--- src/rtl/lpfp_add.sv ---
module lpfp_add #(
  parameter int EXP_W   = 8,
  parameter int MAN_W   = 9,
  parameter bit OUT_REG = 1'b1
) (
  input  logic                     clk,
  input  logic                     rst_n,
  input  logic [EXP_W+MAN_W:0]     op_a,
  input  logic [EXP_W+MAN_W:0]     op_b,
  output logic [EXP_W+MAN_W:0]     sum_q
);
  localparam int W   = 1 + EXP_W + MAN_W;
  localparam int LZW = $clog2(MAN_W + 1);

  logic             za, zb, sa, sb, swap;
  logic [EXP_W-1:0] ea, eb, e_big, e_sml, dexp;
  logic [MAN_W-1:0] ma, mb, m_big, m_sml, aligned, diff;
  logic             s_big, s_sml;
  logic [MAN_W:0]   sum;
  logic [LZW-1:0]   lz;
  logic [W-1:0]     res;

  assign za = ~op_a[MAN_W-1];
  assign zb = ~op_b[MAN_W-1];
  assign sa = op_a[W-1];
  assign sb = op_b[W-1];
  assign ea = za ? '0 : op_a[W-2:MAN_W];
  assign eb = zb ? '0 : op_b[W-2:MAN_W];
  assign ma = za ? '0 : op_a[MAN_W-1:0];
  assign mb = zb ? '0 : op_b[MAN_W-1:0];

  assign swap  = {eb, mb} > {ea, ma};
  assign e_big = swap ? eb : ea;
  assign e_sml = swap ? ea : eb;
  assign m_big = swap ? mb : ma;
  assign m_sml = swap ? ma : mb;
  assign s_big = swap ? sb : sa;
  assign s_sml = swap ? sa : sb;

  assign dexp    = e_big - e_sml;
  assign aligned = (int'(dexp) >= MAN_W) ? '0 : (m_sml >> dexp);
  assign sum     = {1'b0, m_big} + {1'b0, aligned};
  assign diff    = m_big - aligned;

  always_comb begin
    lz = LZW'(MAN_W);
    for (int i = 0; i < MAN_W; i++)
      if (diff[i]) lz = LZW'(MAN_W - 1 - i);
  end

  always_comb begin
    res = '0;
    if (s_big == s_sml) begin
      if (sum[MAN_W])
        res = {s_big, e_big + 1'b1, sum[MAN_W:1]};
      else if (sum[MAN_W-1])
        res = {s_big, e_big, sum[MAN_W-1:0]};
    end else if (diff != '0 && int'(lz) <= int'(e_big)) begin
      res = {s_big, e_big - EXP_W'(lz), MAN_W'(diff << lz)};
    end
  end

  generate
    if (OUT_REG) begin : g_reg
      always_ff @(posedge clk or negedge rst_n)
        if (!rst_n) sum_q <= '0;
        else        sum_q <= res;
    end else begin : g_comb
      assign sum_q = res;
    end
  endgenerate

  a_r1_normalized: assert property (@(posedge clk) disable iff (!rst_n)
    (res != '0) |-> res[MAN_W-1]);

  a_r7_cancel: assert property (@(posedge clk) disable iff (!rst_n)
    (!za && op_a == (op_b ^ (W'(1) << (W-1)))) |-> (res == '0));

  a_r9_zero_operand: assert property (@(posedge clk) disable iff (!rst_n)
    (zb && !za) |-> (res == op_a));

  a_r2_same_sign: assert property (@(posedge clk) disable iff (!rst_n)
    (!za && !zb && sa == sb) |-> (res != '0 && res[W-1] == sa));

  a_r6_sign_of_larger: assert property (@(posedge clk) disable iff (!rst_n)
    (!za && !zb && sa != sb && res != '0) |->
      (res[W-1] == ((op_a[W-2:0] > op_b[W-2:0]) ? sa : sb)));
endmodule

--- config.mk ---
export PLATFORM = sky130hd
export DESIGN_NAME = lpfp_add
export DESIGN_NICKNAME = d
export VERILOG_FILES = /design/src/rtl/lpfp_add.sv
export SDC_FILE = /design/constraint.sdc
export NUM_CORES = 1
export LEC_CHECK = 0
export BUFFER_PORTS_ARGS = -buffer_cell sky130_fd_sc_hd__buf_2
export CAP_MARGIN = 5
export CORE_ASPECT_RATIO = 1.1
export CORE_MARGIN = 4
export CORE_UTILIZATION = 24
export DETAILED_ROUTE_END_ITERATION = 12
export HOLD_SLACK_MARGIN = 0.1
export REMOVE_ABC_BUFFERS = 1
export SYNTH_ARGS = -nofsm -noshare
export SYNTH_HDL_FRONTEND = slang
export SYNTH_SLANG_ARGS = --single-unit
--- constraint.sdc ---
create_clock -name clk -period 0.8 [get_ports clk]
set_input_delay 0 -clock clk [delete_from_list [all_inputs] [get_ports clk]]
set_output_delay 0 -clock clk [all_outputs]
set_load 0.01 [all_outputs]
==> metrics <==
HP Class=in2reg; Most common cell on crit path=ha_4; DR pass1 iterations=5; clk sinks=18; final WL=16.7 mm; Util after Layout=44.3%; first-pass GRT wire length=25.8 mm; outcome=finished, violations left; vias in the first global route=5463; dpl hpwl=12.6 mm; top flop regs=sum_q (18); yosys synthesis warning count=0; GRT Residual Overflow=0; Critical Path Max Stage Delay=0.50 ns; Mapped Area=4220 um^2; max_slew headroom=57.5%; failing checks=setup timing; die area=19800 um^2; top cell type's share of synthesized area=11.9%; TritonCTS Buffers=3; initial core utilization=24.6%; clock root buffer=clkbuf_16; number of diodes=0; H-tree Lvls=1; Leak=0.00350 uW; Max VDD drop=0.00104 V; post-route clock period utilization=823%; Critical Path AT=6.71 ns; CP Launch Type=primary input; CP Capture Type=register; DRC=0; largest net degree at the start of global routing=20; initial DRC count=231; slowest stage cell, crit path=a2111o_1; Synth async-reset ratio=100%; RSZ-0062 raised after global routing=yes; CTS tree=yes; CTS Hold Buffers Added=1; Syn Inst Count=575; Yosys cell types=79; register area share after synthesis=10.7%; Top FF cell, synth=dfrtp_1; GRT Overall Usage=15.6%; MaxCap Viol Count=0; Synth area leaders=ha_1 12%, dfrtp_1 11%, nand2_1 6.8%, a21oi_1 4.5%, o21ai_0 4.0%; clock tree buffer depth=2; Final Hold Vio Count=0; Rows=50; power density over the cells=1880 nW/um^2; number of synthesized flops with an enable pin=0; Worst Tran Pin Value=0.631 ns; Core ar.=17100 um^2; Synth-to-Final Area Change=80.0%; # setup viols final=19; clk slew on worst S/H paths=0.06 ns; die width=134 um; Synth area leader=ha_1; Reg with most FFs=sum_q; GP Congestion=0.953; Slew Limit Fails=0; final setup margin=-5.79 ns; Critical Path Fanout Max=7; setup TNS=-102.23 ns; Commonest cells post-synth=76 x nand2_1, 43 x nor2_1, 40 x ha_1; Fillers=1700; I/O Buffers=55; placed cells=1056; initial antenna violation count=0; Die H=147 um; number of vias per cell=4.96; Cell Count, Final, Fillers Out=1096; minimum clock period=6.59 ns; top-count cell post-synth=nand2_1; Wirelength per Cell=15.2 um; layout cells sized above 1=52.6%; DR vias=5436; flops & latches, synth=18; max reg flops=18; Worst Path Required=0.92 ns; WS Path Type=in2reg; antenna-violating nets left=0; Mapped Avg Cell Area=7.34 um^2; Top-Level Pins=56; f_max=152 MHz; nets=944
## layout make-up
class | count | area (um^2) | share of cell area (%)
clock buffer | 4 | 88.8 | 1.17
inverter | 27 | 109 | 1.43
timing repair buffer | 313 | 2370 | 31.2
sequential | 18 | 450 | 5.93
multi-input combinational | 500 | 4280 | 56.4
tap | 234 | 293 | 3.85
## logic make-up (layout without fill, tap and decap cells)
| family | after synthesis | count (layout) | share of synthesized area (%) |
|---|---|---|---|
| AO/OA/AOI/OAI | 180 | 180 | 30.8 |
| flip-flops | 18 | 18 | 10.7 |
| buffers and inverters | 57 | 344 | 5.36 |
| XOR/XNOR | 29 | 29 | 6.19 |
| AND/OR/NAND/NOR | 220 | 220 | 26.1 |
| multiplexers | 28 | 28 | 7.56 |
| adder cells (fa/ha/maj) | 43 | 43 | 13.3 |
## path summary, 6_finish.rpt
path                           from        end  depth (start not counted)
min in group asynchronous     rst_n  sum_q[11]                          2
worst max-delay path        op_b[8]   sum_q[4]                         34
worst min-delay path       op_a[17]  sum_q[17]                          3
max in group asynchronous     rst_n   sum_q[6]                          2
## worst max-delay path: cells and delay by family
kind / cells / cell delay [ns]
buf+inv: 6 / 0.80
compound gates: 13 / 2.58
xor+xnor: 1 / 0.06
fa+ha+maj: 5 / 1.18
simple gates: 9 / 2.02
## cell usage in the layout, fill, tap and decap left out, types with 9 or more instances in the layout
master   synthesis  routed
nor3_1          12      10
inv_1           27      22
xor2_1          10      10
a21oi_1         38      27
buf_2            7      53
dfrtp_1         18      18
nand3_1         20      20
xnor2_1         18      14
mux2_2          10      10
ha_4             0      23
a21oi_2          0       9
a21o_1           9       9
and2_1          17      10
nand2_1         76      67
o21ai_0         34      31
nor2_1          43      39
buf_6            0      10
ha_1            40      16
mux2i_1         15      14
buf_4            1     241
## metal layers
layer / up-vias / track usage, % / part of all wire [%]
li1: 2700 / - / -
met1: 2546 / 19.4 / 43
met2: 146 / 28.4 / 50
met3: 44 / 1.16 / 3.5
met4: 0 / 5.04 / 3.1
met5: - / 0 / 0
## what timing repair did
item | in CTS | in global routing
gates resized for setup | 87 | 67
buffers inserted | 23 | 11
endpoints found under the hold margin | 19 | 1
pin swaps | 33 | 40
gates cloned | 2 | 1
endpoints found under the setup margin | 19 | 19
## report_power, final
part	total (uW)	internal, uW	switching (uW)
clock	1100	760	342
combinational	11900	6290	5600
sequential	1320	1230	85.9
total	14300	8290	6030
## stage by stage
stage	power (uW)	cell area, um^2	setup WS (ns)	hold slack, ns
global route	15400	7600	-6.11	0.0824
finish	14300	7600	-5.79	0.0697
global placement	10600	6340	-6.53	-0.0490
detailed placement	10600	6340	-6.71	-0.0527
floorplan	6240	4100	-7.14	-0.296
CTS	13000	7080	-5.64	0.0711
No activity file was read; power rests on OpenSTA's default activity.
